[src/rtl/drr_pkg.sv]
`timescale 1ns/1ps
package drr_pkg;
  // Controller phases: search for a backlogged flow, serve it, let the
  // external queue settle after a pop.
  typedef enum logic [1:0] {
    ST_SCAN  = 2'd0,
    ST_SERVE = 2'd1,
    ST_WAIT  = 2'd2
  } drr_state_e;
endpackage

[src/rtl/drr_rr_pick.sv]
`timescale 1ns/1ps
// Rotating first-one finder: lowest set request at or after base, wrapping.
module drr_rr_pick #(
  parameter int N  = 4,
  parameter int IW = 2
) (
  input  logic [N-1:0]  req,
  input  logic [IW-1:0] base,
  output logic          found,
  output logic [IW-1:0] pick
);
  logic [2*N-1:0] dbl;
  logic [2*N-1:0] shf;
  logic [N-1:0]   rot;
  logic [IW:0]    off;
  logic [IW:0]    sum;

  always_comb begin
    dbl   = {req, req};
    shf   = dbl >> base;
    rot   = shf[N-1:0];
    found = |req;
    off   = '0;
    for (int k = N - 1; k >= 0; k--) begin
      if (rot[k]) off = (IW+1)'(k);
    end
    sum = {1'b0, base} + off;
    if (sum >= (IW+1)'(N)) sum = sum - (IW+1)'(N);
    pick = sum[IW-1:0];
  end
endmodule

[src/rtl/drr_deficit_bank.sv]
`timescale 1ns/1ps
// Per-flow deficit storage: one write port, one read port, no reset on the
// array itself so it can map to distributed RAM. A valid bit per entry makes
// never-written entries read as zero.
module drr_deficit_bank #(
  parameter int N  = 4,
  parameter int DW = 13,
  parameter int IW = 2
) (
  input  logic          clk,
  input  logic          rst,
  input  logic [IW-1:0] rd_idx,
  output logic [DW-1:0] rd_data,
  input  logic          wr_en,
  input  logic [IW-1:0] wr_idx,
  input  logic [DW-1:0] wr_data
);
  logic [DW-1:0] mem [0:N-1];
  logic [N-1:0]  vld;

  always_ff @(posedge clk) begin
    if (wr_en) mem[wr_idx] <= wr_data;
  end

  always_ff @(posedge clk) begin
    if (rst) vld <= '0;
    else if (wr_en) vld[wr_idx] <= 1'b1;
  end

  assign rd_data = vld[rd_idx] ? mem[rd_idx] : '0;
endmodule

[src/rtl/drr_ctrl.sv]
`timescale 1ns/1ps
// Visit controller: adds quantum on entry, pops fitting head packets,
// clears credit when the queue runs dry, and moves the pointer on.
module drr_ctrl
  import drr_pkg::*;
#(
  parameter int N  = 4,
  parameter int LW = 12,
  parameter int QW = 12,
  parameter int DW = 13,
  parameter int IW = 2
) (
  input  logic          clk,
  input  logic          rst,
  input  logic [N-1:0]  q_nonempty,
  input  logic          found,
  input  logic [IW-1:0] pick,
  input  logic [LW-1:0] cur_head,
  input  logic [QW-1:0] cur_qnt,
  input  logic [DW-1:0] cur_def,
  output drr_state_e    st,
  output logic [IW-1:0] ptr,
  output logic          wr_en,
  output logic [DW-1:0] wr_data,
  output logic          deq_valid,
  output logic [IW-1:0] deq_flow,
  output logic [LW-1:0] deq_len
);
  drr_state_e    st_d;
  logic [IW-1:0] ptr_d;
  logic [IW-1:0] ptr_inc;
  logic [DW-1:0] head_ext;
  logic [DW-1:0] qnt_ext;
  logic          head_fits;
  logic          issue;

  always_comb begin
    ptr_inc   = (ptr == IW'(N - 1)) ? '0 : ptr + IW'(1);
    head_ext  = DW'(cur_head);
    qnt_ext   = DW'(cur_qnt);
    head_fits = (head_ext <= cur_def);
    st_d      = st;
    ptr_d     = ptr;
    wr_en     = 1'b0;
    wr_data   = '0;
    issue     = 1'b0;
    case (st)
      ST_SCAN: begin
        if (found) begin
          ptr_d   = pick;
          wr_en   = 1'b1;
          wr_data = cur_def + qnt_ext;
          st_d    = ST_SERVE;
        end
      end
      ST_SERVE: begin
        if (!q_nonempty[ptr]) begin
          wr_en   = 1'b1;
          wr_data = '0;
          ptr_d   = ptr_inc;
          st_d    = ST_SCAN;
        end else if (head_fits) begin
          wr_en   = 1'b1;
          wr_data = cur_def - head_ext;
          issue   = 1'b1;
          st_d    = ST_WAIT;
        end else begin
          ptr_d = ptr_inc;
          st_d  = ST_SCAN;
        end
      end
      ST_WAIT: st_d = ST_SERVE;
      default: st_d = ST_SCAN;
    endcase
  end

  always_ff @(posedge clk) begin
    if (rst) begin
      st        <= ST_SCAN;
      ptr       <= '0;
      deq_valid <= 1'b0;
      deq_flow  <= '0;
      deq_len   <= '0;
    end else begin
      st        <= st_d;
      ptr       <= ptr_d;
      deq_valid <= issue;
      if (issue) begin
        deq_flow <= ptr;
        deq_len  <= cur_head;
      end
    end
  end
endmodule

[src/rtl/drr_sched.sv]
`timescale 1ns/1ps
module drr_sched
  import drr_pkg::*;
#(
  parameter int NUM_FLOWS = 4,
  parameter int LEN_W     = 12,
  parameter int QNT_W     = 12,
  parameter int IDX_W     = (NUM_FLOWS > 1) ? $clog2(NUM_FLOWS) : 1
) (
  input  logic                       clk,
  input  logic                       rst,
  input  logic [NUM_FLOWS-1:0]       q_nonempty,
  input  logic [NUM_FLOWS*LEN_W-1:0] head_len_flat,
  input  logic [NUM_FLOWS*QNT_W-1:0] quantum_flat,
  output logic                       deq_valid,
  output logic [IDX_W-1:0]           deq_flow,
  output logic [LEN_W-1:0]           deq_len
);
  // Leftover credit stays below the head length, so one extra bit over the
  // wider of length and quantum always holds credit plus quantum.
  localparam int DEF_W = ((LEN_W > QNT_W) ? LEN_W : QNT_W) + 1;

  logic [LEN_W-1:0] head_arr [0:NUM_FLOWS-1];
  logic [QNT_W-1:0] qnt_arr  [0:NUM_FLOWS-1];

  genvar g;
  generate
    for (g = 0; g < NUM_FLOWS; g++) begin : g_slice
      assign head_arr[g] = head_len_flat[g*LEN_W +: LEN_W];
      assign qnt_arr[g]  = quantum_flat[g*QNT_W +: QNT_W];
    end
  endgenerate

  drr_state_e       st;
  logic [IDX_W-1:0] ptr;
  logic [IDX_W-1:0] pick;
  logic             found;
  logic [IDX_W-1:0] tbl_idx;
  logic [DEF_W-1:0] cur_def;
  logic [LEN_W-1:0] cur_head;
  logic [QNT_W-1:0] cur_qnt;
  logic             wr_en;
  logic [DEF_W-1:0] wr_data;

  assign tbl_idx  = (st == ST_SCAN) ? pick : ptr;
  assign cur_head = head_arr[ptr];
  assign cur_qnt  = qnt_arr[pick];

  drr_rr_pick #(.N(NUM_FLOWS), .IW(IDX_W)) u_pick (
    .req   (q_nonempty),
    .base  (ptr),
    .found (found),
    .pick  (pick)
  );

  drr_deficit_bank #(.N(NUM_FLOWS), .DW(DEF_W), .IW(IDX_W)) u_bank (
    .clk     (clk),
    .rst     (rst),
    .rd_idx  (tbl_idx),
    .rd_data (cur_def),
    .wr_en   (wr_en),
    .wr_idx  (tbl_idx),
    .wr_data (wr_data)
  );

  drr_ctrl #(
    .N(NUM_FLOWS), .LW(LEN_W), .QW(QNT_W), .DW(DEF_W), .IW(IDX_W)
  ) u_ctrl (
    .clk        (clk),
    .rst        (rst),
    .q_nonempty (q_nonempty),
    .found      (found),
    .pick       (pick),
    .cur_head   (cur_head),
    .cur_qnt    (cur_qnt),
    .cur_def    (cur_def),
    .st         (st),
    .ptr        (ptr),
    .wr_en      (wr_en),
    .wr_data    (wr_data),
    .deq_valid  (deq_valid),
    .deq_flow   (deq_flow),
    .deq_len    (deq_len)
  );
endmodule

[config.mk]
export PLATFORM = sky130hd
export DESIGN_NAME = drr_sched
export DESIGN_NICKNAME = d
export VERILOG_FILES = /design/src/rtl/drr_pkg.sv /design/src/rtl/drr_rr_pick.sv /design/src/rtl/drr_deficit_bank.sv /design/src/rtl/drr_ctrl.sv /design/src/rtl/drr_sched.sv
export SDC_FILE = /design/constraint.sdc
export NUM_CORES = 1
export LEC_CHECK = 0
export ABC_CLOCK_PERIOD_IN_PS = 16950
export BUFFER_PORTS_ARGS = -buffer_cell sky130_fd_sc_hd__buf_4
export CORE_AREA = 2 2 129 131
export DETAILED_ROUTE_END_ITERATION = 6
export DIE_AREA = 0 0 131 133
export REMOVE_ABC_BUFFERS = 1
export SYNTH_ARGS = -nofsm -noshare
export SYNTH_HDL_FRONTEND = slang
export SYNTH_HIERARCHICAL = 1
export SYNTH_SLANG_ARGS = --single-unit
[constraint.sdc]
create_clock -name clk -period 16.95 [get_ports clk]
set_clock_uncertainty 0.1 [all_clocks]
set_input_delay 0.8475 -clock clk [delete_from_list [all_inputs] [get_ports clk]]
set_output_delay 0.8475 -clock clk [all_outputs]
set_load 0.05 [all_outputs]
==> results_dict.tcl, run 1 <==
set metrics [dict create \
    drive_gt1_frac 0.3436 \
    reg2reg_from "u_ctrl/ptr[0]$_SDFFE_PP0P_" \
    wirelength_mm 13.86 \
    yosysMostFrequentCell "edfxtp_1" \
    fmax_ghz 0.1332 \
    io_buffers 116 \
    die_w_um 131 \
    place_ws_ns 9.461 \
    clockBufferDepth 2 \
    cts_buffers 9 \
    post_cts_buffers 0 \
    antenna_found_initial 0 \
    die_h_um 133 \
    clk_pin_slew_ns 0.06 \
    hold_class "flop to flop" \
    met1_length_mm 5.742 \
    highest_layer "met4" \
    detail-route-antenna-nets 0 \
    clock_sinks 75 \
    slew_violations 0 \
    netlist_instances 438 \
    pwr-share-comb 0.648 \
    synthDistinctLibCells 65 \
    worst-path-buf-inv 2 \
    period_needed_ns 7.506 \
    area_growth_syn_to_layout_pct 24.83 \
    worstPathArrival_ns 7.44 \
    setup_tns_ns 0 \
    ys_async_sr_fraction 0 \
    drv_cap 0 \
    critical_path.top_delay_family "simple AND/OR/NAND/NOR gates" \
    gp_congestion 0.8908 \
    switching_share 0.4437 \
    grt_overflow 0 \
    yosys_register_bits 75 \
    synthTopCellsByArea "edfxtp_1 (30%), mux4_2 (13%), dfxtp_1 (8.9%), ha_1 (6.3%), mux4_1 (4.1%)" \
    status "finished, final reports clean" \
    start_util 0.3194 \
    dp_hpwl_mm 10.67 \
    vdd_drop_max_v 0.0001307 \
    grt_usage 0.1599 \
    p_total_uw 1570 \
    met2_length_mm 7.138 \
    cp_max_fo 19 \
    finalHoldWorstSlack_ns 0.3633 \
    slowest_stage "ha_1" \
    initialDrtViolationCount 188 \
    ys.flop_type "edfxtp_1" \
    via_per_inst 5.271 \
    ioPinCount 117 \
    pwr-share-seq 0.239 \
    p_per_area_nw_per_um2 243.5 \
    antenna_cells 0 \
    relSlewSlack 0.3847 \
    final_nets 675 \
    setup_viol 0 \
    final.setup.worst_slack_ns 9.444 \
    tritoncts "done" \
    tightest_slew_ns 0.9184 \
    cts-htree-levels 3 \
    grt_pass1_wl_mm 21.51 \
    clock_latency_ns 0.33 \
    finalHoldViolations 0 \
    fillCellCount 1551 \
    cts_hold_buf 0 \
    ys.warnings.count 6 \
    synth-edff-count 52 \
    synth.avg_cell_area_um2 11.79 \
    wl_per_cell_um 18.00 \
    cts_resized 0 \
    dr.pass1.iters 5 \
    cp-startpoint "u_ctrl/ptr[0]$_SDFFE_PP0P_" \
    synth_top_area_frac 0.3023 \
    yosys.area.top_type "edfxtp_1" \
    p_sw_uw 696.8 \
    placeableCoreArea_um2 16170 \
    crit_required_ns 16.88 \
    cp-start-kind "flop" \
    netlist_area_um2 5165 \
    dieArea_um2 17420 \
    rsz0062_at_grt "false" \
    cp-end-kind "flop" \
    wl_met3_um 753 \
    critPathKind "flop to flop" \
    slowest_delay_ns 0.85 \
    cp_cell_sequence "buf_4 -> nor3b_1 -> o21ai_0 -> o211ai_1 -> ha_1 -> mux2_2 -> mux4_2 -> and2_4 -> ha_1 -> a211oi_2 -> o21ai_1 -> and4_4 -> a21o_1 -> o21ai_0 -> nand2_1 -> nor3b_1 -> buf_4" \
    grt_max_degree 26 \
    fp-row-count 47 \
    clkPwrFrac 0.113 \
    num_vias 4059 \
    finalNonFillerCells 770 \
    drc_errors 0 \
    yosysSeqAreaShare 0.3915 \
    min_from "u_bank/vld[1]$_SDFFE_PP0P_" \
    first_global_vias 4254 \
    cts-root-buf "clkbuf_16" \
    internal-power_uw 873.5 \
    leakage_uw 0.002559 \
    post-place-cells 754 \
    fin_crit_sh 0.4428 \
    yosys-top-cells-count "edfxtp_1 (52), a21oi_1 (30), mux4_2 (30)" \
]
==> power by group through the flow <==
| stage | logic [uW] | clock network [uW] | registers [uW] |
|---|---|---|---|
| after floorplan | 729 | 0 | 390 |
| after global placement | 996 | 0 | 377 |
| after detailed placement | 1010 | 0 | 379 |
| after CTS | 1010 | 182 | 376 |
| after global routing | 1110 | 189 | 384 |
| final | 1020 | 177 | 376 |
==> placed cells by master, fill, tap and decap left out, types with 4 or more instances in the layout <==
| master | count |
|---|---|
| a211oi_1 | 4 |
| a21o_1 | 11 |
| a21oi_1 | 30 |
| a31oi_1 | 4 |
| and2_1 | 5 |
| and2_4 | 10 |
| buf_4 | 120 |
| clkbuf_16 | 9 |
| dfxtp_1 | 23 |
| edfxtp_1 | 52 |
| ha_1 | 26 |
| inv_1 | 21 |
| mux4_1 | 8 |
| mux4_2 | 30 |
| nand2_1 | 13 |
| nand2b_1 | 7 |
| nand3_1 | 21 |
| nand3b_1 | 4 |
| nand4_1 | 5 |
| nor2_1 | 18 |
| nor2b_1 | 6 |
| nor3_1 | 7 |
| nor3b_1 | 4 |
| o211ai_1 | 4 |
| o21ai_0 | 14 |
| o21ai_1 | 17 |
| o22ai_1 | 9 |
| xnor2_1 | 9 |
| xor2_1 | 9 |
==> metal layers <==
metal	vias up	global-route usage
li1	1932	-
met1	1970	0.1981
met2	137	0.2804
met3	20	0.03154
met4	0	0.04551
met5	-	0
==> flip-flops by register name (all words and copies together), names as in the netlist <==
name / count
u_bank/mem: 52
u_ctrl/deq_len: 12
u_bank/vld: 4
u_ctrl/deq_flow: 2
u_ctrl/ptr: 2
u_ctrl/st: 2
u_ctrl/deq_valid: 1
==> logic make-up after synthesis <==
| group | count (synthesis) | synth area share |
|---|---|---|
| AOI/OAI and AO/OA | 116 | 0.1478 |
| and+or+nand+nor | 112 | 0.1257 |
| DFF | 75 | 0.3915 |
| buffers and inverters | 45 | 0.04942 |
| muxes | 43 | 0.1827 |
| adders and majority gates | 28 | 0.07074 |
| xor gates and xnor gates | 19 | 0.03222 |
==> layout make-up <==
type | instances | area, um2 | area share
tap | 220 | 275.3 | 0.04269
clock inverter | 7 | 50.05 | 0.007762
clock buffer | 9 | 225.2 | 0.03493
multi-input combinational | 318 | 2895 | 0.4491
inverter | 21 | 78.83 | 0.01223
sequential | 75 | 2022 | 0.3136
timing repair buffer | 120 | 900.9 | 0.1397
==> final timing paths <==
kind / end / slack, ns / cells after the start
setup / recovery: u_bank/mem[0][4]$_DFFE_PP_ / 9.44 / 17
hold / removal: u_bank/vld[1]$_SDFFE_PP0P_ / 0.36 / 2
setup reg to reg: u_bank/mem[0][4]$_DFFE_PP_ / 9.44 / 17
hold reg to reg: u_bank/vld[1]$_SDFFE_PP0P_ / 0.36 / 2
==> worst min-delay path, cell delays in order (launching register included) <==
cell	delay [ns]
dfxtp_1	0.32
inv_1	0.05
a21oi_1	0.05
==> metrics by stage <==
stage	utilization	cell area, um2
final	0.3987	6447
after global routing	0.3987	6447
after CTS	0.3987	6447
after detailed placement	0.3817	6172
after global placement	0.3817	6172
after floorplan	-	4989
Power figures use the tool's default switching activity.
==> run 2, diff against run 1 <==
--- a/config.mk
+++ b/config.mk
@@ -5,7 +5,7 @@
 export SDC_FILE = /design/constraint.sdc
 export NUM_CORES = 1
 export LEC_CHECK = 0
-export ABC_CLOCK_PERIOD_IN_PS = 16950
+export ABC_CLOCK_PERIOD_IN_PS = 7000
 export BUFFER_PORTS_ARGS = -buffer_cell sky130_fd_sc_hd__buf_4
 export CORE_AREA = 2 2 129 131
 export DETAILED_ROUTE_END_ITERATION = 6
==> constraint.sdc (replaced) <==
create_clock -name clk -period 7 [get_ports clk]
set_clock_uncertainty 0.1 [all_clocks]
set_input_delay 0.35 -clock clk [delete_from_list [all_inputs] [get_ports clk]]
set_output_delay 0.35 -clock clk [all_outputs]
set_load 0.05 [all_outputs]
==> results_dict.tcl, run 2 (same netlist as run 1, synthesis figures left out) <==
set metrics [dict create \
    status "finished, final reports clean" \
    wirelength_mm 13.94 \
    pwr-share-comb 0.653 \
    post_cts_buffers 0 \
    clockBufferDepth 2 \
    die_h_um 133 \
    tritoncts "done" \
    dr.pass1.iters 5 \
    final_common_cell "buf_4" \
    start_util 0.3194 \
    internal-power_uw 2126 \
    clock_sinks 75 \
    cp_cell_sequence "nand2_1 -> nor2_1 -> o21ai_0 -> o211ai_1 -> ha_1 -> xor2_1 -> xnor2_2 -> mux2_2 -> mux4_2 -> and2_4 -> ha_1 -> a21o_1 -> a211oi_1 -> o31ai_4 -> a21o_1 -> buf_4 -> o21ai_0 -> nand2_1 -> and3b_1 -> o21ba_2" \
    clkPwrFrac 0.110 \
    crit_required_ns 7.14 \
    vdd_drop_max_v 0.0003787 \
    largest_reg_flops 52 \
    final_core_util 0.3991 \
    drc_errors 0 \
    detail-route-antenna-nets 0 \
    fmax_ghz 0.1508 \
    post-place-cells 756 \
    drv_cap 0 \
    num_vias 4118 \
    clock_latency_ns 0.34 \
    io_buffers 116 \
    grt_max_degree 26 \
    fp-row-count 47 \
    first_global_vias 4172 \
    switching_share 0.4443 \
    finalHoldViolations 0 \
    cts-htree-levels 3 \
    cts_hold_buf 0 \
    ioPinCount 117 \
    worst-path-buf-inv 1 \
    final.setup.worst_slack_ns 0.3707 \
    drive_gt1_frac 0.3430 \
    slew_violations 0 \
    gp_congestion 0.9064 \
    grt_usage 0.1601 \
    slowest_stage "xnor2_2" \
    grt_overflow 0 \
    ff_latch_area_um2 2022 \
    cts_buffers 9 \
    cp-end-kind "flop" \
    antenna_cells 0 \
    clk_pin_slew_ns 0.06 \
    cp-start-kind "flop" \
    final_nets 677 \
    pwr-share-seq 0.237 \
    p_per_area_nw_per_um2 592.9 \
    grt_pass1_wl_mm 21.37 \
    largestRegisters "u_bank/mem (52), u_ctrl/deq_len (12), u_bank/vld (4)" \
    area_growth_syn_to_layout_pct 24.95 \
    antenna_found_initial 0 \
    cts-root-buf "clkbuf_16" \
    multiInputGateArea_um2 2895 \
    relSlewSlack 0.3226 \
    leakage_uw 0.002561 \
    layout_common_cells "buf_4 (122), edfxtp_1 (52), mux4_2 (30), a21oi_1 (30), ha_1 (26)" \
    period_needed_ns 6.629 \
    fillCellCount 1554 \
    critPathKind "flop to flop" \
    placeableCoreArea_um2 16170 \
    slowest_delay_ns 0.82 \
    die_w_um 131 \
    hold_class "input pin to flop" \
    tightest_slew_ns 1.011 \
    place_ws_ns 0.3856 \
    rsz0062_at_grt "false" \
    via_per_inst 5.341 \
    dieArea_um2 17420 \
    setup_tns_ns 0 \
    critical_path.top_delay_family "compound AO/OA/AOI/OAI gates" \
    fin_crit_sh 0.9470 \
    finalNonFillerCells 771 \
    cts_resized 0 \
    worstPathArrival_ns 6.77 \
    initialDrtViolationCount 287 \
    setup_viol 0 \
    top_register "u_bank/mem" \
    cp_max_fo 19 \
    wl_per_cell_um 18.08 \
    p_sw_uw 1700 \
    dp_hpwl_mm 10.59 \
]
-- run 2: cell count changes in the layout (fill, tap and decap cells not counted), sizes merged --
| cell | delta |
|---|---|
| inv | -1 |
| clkinv | -1 |
| clkbuf | +1 |
| buf | +2 |
-- run 2: final timing paths --
check,startpoint,slack [ns],cells past startpoint,to
setup / recovery,u_ctrl/ptr[0]$_SDFFE_PP0P_,0.37,20,u_bank/vld[2]$_SDFFE_PP0P_
hold / removal,rst,0.27,2,u_ctrl/st[1]$_SDFFE_PP0P_
setup reg to reg,u_ctrl/ptr[0]$_SDFFE_PP0P_,0.37,20,u_bank/vld[2]$_SDFFE_PP0P_
hold reg to reg,u_bank/vld[1]$_SDFFE_PP0P_,0.36,2,u_bank/vld[1]$_SDFFE_PP0P_
-- run 2: cell type report --
| type | instances | share of cell area |
|---|---|---|
| Sequential cell | 75 | 0.3133 |
| Tap cell | 220 | 0.04265 |
| Multi-Input combinational cell | 318 | 0.4486 |
| Inverter | 21 | 0.01221 |
| Clock buffer | 10 | 0.03548 |
| Clock inverter | 5 | 0.005816 |
| Timing Repair Buffer | 122 | 0.1419 |
-- run 2: power groups by stage --
stage	sequential, uW	clock, uW	combinational, uW
6_report	905	421	2500
5_1_grt	921	453	2710
4_1_cts	906	433	2500
3_5_place_dp	915	0	2480
3_3_place_gp	903	0	2410
2_1_floorplan	944	0	1770
-- run 2: routing by layer --
layer / routed length, um / track usage
met2: 7147 / 0.2801
met3: 572 / 0.02709
met1: 6079 / 0.2036
met5: 0 / 0
met4: 138 / 0.04078
-- run 2: stage by stage --
step                      hold slack [ns]  total power [uW]  area [um2]
after floorplan                    0.3164              2710        4989
after global placement             0.3337              3317        6187
after detailed placement           0.3493              3399        6187
after CTS                          0.2585              3839        6454
after global routing               0.2808              4082        6454
final                              0.2694              3826        6454
==> run 3, diff against run 2 <==
--- a/config.mk
+++ b/config.mk
@@ -7,11 +7,11 @@
 export LEC_CHECK = 0
 export ABC_CLOCK_PERIOD_IN_PS = 7000
 export BUFFER_PORTS_ARGS = -buffer_cell sky130_fd_sc_hd__buf_4
-export CORE_AREA = 2 2 129 131
+export CAP_MARGIN = 30
+export CORE_AREA = 2 2 128 143
 export DETAILED_ROUTE_END_ITERATION = 6
-export DIE_AREA = 0 0 131 133
+export DIE_AREA = 0 0 130 145
 export REMOVE_ABC_BUFFERS = 1
 export SYNTH_ARGS = -nofsm -noshare
 export SYNTH_HDL_FRONTEND = slang
-export SYNTH_HIERARCHICAL = 1
 export SYNTH_SLANG_ARGS = --single-unit
==> results_dict.tcl, run 3 <==
set metrics [dict create \
    detail-route-antenna-nets 0 \
    period_needed_ns 6.242 \
    tritoncts "done" \
    path_depth 18 \
    ioPinCount 117 \
    multiInputGateArea_um2 3391 \
    cts-root-buf "clkbuf_16" \
    dp_hpwl_mm 13.29 \
    cp_max_fo 16 \
    ys_async_sr_fraction 0 \
    num_vias 4821 \
    grtUsageMet1 0.2461 \
    status "finished, final reports clean" \
    ys.flop_type "edfxtp_1" \
    whs_path_depth 2 \
    largest_reg_flops 52 \
    grt_usage 0.1843 \
    post_cts_buffers 0 \
    die_w_um 130 \
    clock_sinks 75 \
    cts_resized 0 \
    antenna_cells 0 \
    grt_overflow 0 \
    yosys.area.top_type "edfxtp_1" \
    gp_congestion 0.9257 \
    critical_path.top_delay_family "simple AND/OR/NAND/NOR gates" \
    final_common_cell "buf_4" \
    cp-end-kind "flop" \
    yosys_register_bits 75 \
    cp_cell_sequence "inv_1 -> a221oi_1 -> o221ai_1 -> ha_1 -> or3_1 -> mux2i_2 -> a31o_1 -> buf_4 -> mux4_2 -> and2_1 -> ha_1 -> a21o_1 -> a21oi_1 -> o21ai_0 -> a21o_1 -> nor4_4 -> or3_1 -> o22ai_1" \
    netlist_area_um2 5648 \
    ff_latch_area_um2 2022 \
    met2_usage 0.3058 \
    yosys-top-cells-count "edfxtp_1 (52), nor2_1 (51), nand2_1 (35)" \
    worstPathArrival_ns 6.17 \
    synth.avg_cell_area_um2 10.54 \
    area_growth_syn_to_layout_pct 25.03 \
    largestRegisters "u_bank.mem (52), u_ctrl.deq_len (12), u_bank.vld (4)" \
    worst-path-buf-inv 2 \
    antenna_found_initial 0 \
    setup_viol 0 \
    crit_required_ns 6.93 \
    yosysMostFrequentCell "edfxtp_1" \
    placeableCoreArea_um2 17420 \
    fin_crit_sh 0.8917 \
    ys.warnings.count 0 \
    slowest_stage "or3_1" \
    use_met3 0.02581 \
    cts_buffers 9 \
    via_per_inst 5.393 \
    fmax_ghz 0.1602 \
    cp-start-kind "flop" \
    p_total_uw 3709 \
    tightest_slew_ns 0.9841 \
    die_h_um 145 \
    wl_per_cell_um 18.87 \
    p_per_area_nw_per_um2 525.3 \
    netlist_instances 536 \
    dieArea_um2 18850 \
    first_global_vias 4898 \
    final_core_util 0.4054 \
    drc_errors 0 \
    top_register "u_bank.mem" \
    cts-htree-levels 3 \
    grt_max_degree 26 \
    fp-row-count 51 \
    synth_top_area_frac 0.2765 \
    rsz0062_at_grt "false" \
    final_nets 778 \
    start_util 0.3242 \
    clock_latency_ns 0.34 \
    finalHoldViolations 0 \
    synthTopCellsByArea "edfxtp_1 (28%), mux4_2 (12%), dfxtp_1 (8.2%), ha_1 (5.3%), mux2i_1 (4.3%)" \
    synth-edff-count 52 \
    slew_violations 0 \
    clockBufferDepth 2 \
    io_buffers 116 \
    vdd_drop_max_v 0.0001659 \
    drv_cap 0 \
    cts_hold_buf 0 \
    grt_pass1_wl_mm 26.59 \
    busiest_layer "met2" \
    wirelength_mm 16.87 \
    worstRegToRegCells 18 \
    fillCellCount 1687 \
    drive_gt1_frac 0.3140 \
    clk_pin_slew_ns 0.06 \
    hold_class "input pin to flop" \
    relSlewSlack 0.3440 \
    yosysSeqAreaShare 0.3580 \
    leakage_uw 0.002824 \
    dr.pass1.iters 5 \
    slowest_delay_ns 0.67 \
    synthDistinctLibCells 76 \
    initialDrtViolationCount 367 \
    layout_common_cells "buf_4 (133), edfxtp_1 (52), nor2_1 (51)" \
    critPathKind "flop to flop" \
]
[run 3: changes by cell type after synthesis, sizes merged, moves of 5 or more]
cell / delta
nand3: -9
xnor2: +12
a31oi: +10
a21oi: -8
or3: +6
nand2: +21
and2: -5
mux2i: +26
nor2: +33
o21ai: -8
o211ai: +6
mux4: -7
clkbuf: +7
[run 3: where the power goes]
part	switching, uW	total, uW	internal [uW]
sequential	75.6	862	787
combinational	1430	2430	1000
clock	181	419	238
[run 3: area by class of cell]
cell class                 count  area share
clock buffer                   9     0.03189
clock inverter                 7    0.006378
inverter                      22     0.01169
multi-input combinational    410      0.4802
sequential                    75      0.2863
tap                          238     0.04217
timing repair buffer         133      0.1414
[run 3: path summary, 6_finish.rpt]
check / to / from / slack, ns
setup / recovery: u_bank.mem[0][2]$_DFFE_PP_ / u_ctrl.ptr[1]$_SDFFE_PP0P_ / 0.76
hold / removal: u_ctrl.st[1]$_SDFFE_PP0N_ / rst / 0.28
setup reg to reg: u_bank.mem[0][2]$_DFFE_PP_ / u_ctrl.ptr[1]$_SDFFE_PP0P_ / 0.76
hold reg to reg: u_ctrl.deq_len[7]$_SDFFE_PP0P_ / u_ctrl.deq_len[7]$_SDFFE_PP0P_ / 0.40
[run 3: layer usage]
layer | vias up | wire length (um) | share of wire
li1 | 2295 | - | -
met1 | 2344 | 7336 | 0.43
met2 | 159 | 8374 | 0.50
met3 | 23 | 806 | 0.048
met4 | 0 | 351 | 0.021
met5 | - | 0 | 0
[run 3: kinds of logic (layout without fill, tap and decap cells)]
| family | count (synthesis) | in the layout | share of synthesized area |
|---|---|---|---|
| AND/OR/NAND/NOR | 162 | 162 | 0.1502 |
| multiplexers | 60 | 60 | 0.1801 |
| flip-flops | 75 | 75 | 0.3580 |
| buffers and inverters | 51 | 171 | 0.04165 |
| adder cells (fa/ha/maj) | 27 | 27 | 0.06026 |
| XOR/XNOR | 29 | 29 | 0.04630 |
| AO/OA/AOI/OAI | 132 | 132 | 0.1635 |
[run 3: stage by stage]
step / instances / worst slack (ns) / cell area (um2) / TNS (ns) / hold slack [ns]
after global routing: 894 / 0.3675 / 7062 / 0 / 0.2794
after CTS: 894 / 0.7936 / 7062 / 0 / 0.2700
final: 894 / 0.7581 / 7062 / 0 / 0.2774
after global placement: 878 / 0.9790 / 6792 / 0 / 0.3557
after detailed placement: 878 / 0.7940 / 6792 / 0 / 0.3706
after floorplan: 507 / -0.01346 / 5495 / -0.4160 / 0.3194
[run 3: worst reg2reg max path, cell delays in order (launching register included)]
cell and delay [ns]:
dfxtp_1 0.58, inv_1 0.24, a221oi_1 0.25, o221ai_1 0.20, ha_1 0.37, or3_1 0.41, mux2i_2 0.26, a31o_1 0.20
buf_4 0.30, mux4_2 0.34, and2_1 0.19, ha_1 0.35, a21o_1 0.18, a21oi_1 0.17, o21ai_0 0.13, a21o_1 0.26
nor4_4 0.41, or3_1 0.67, o22ai_1 0.30
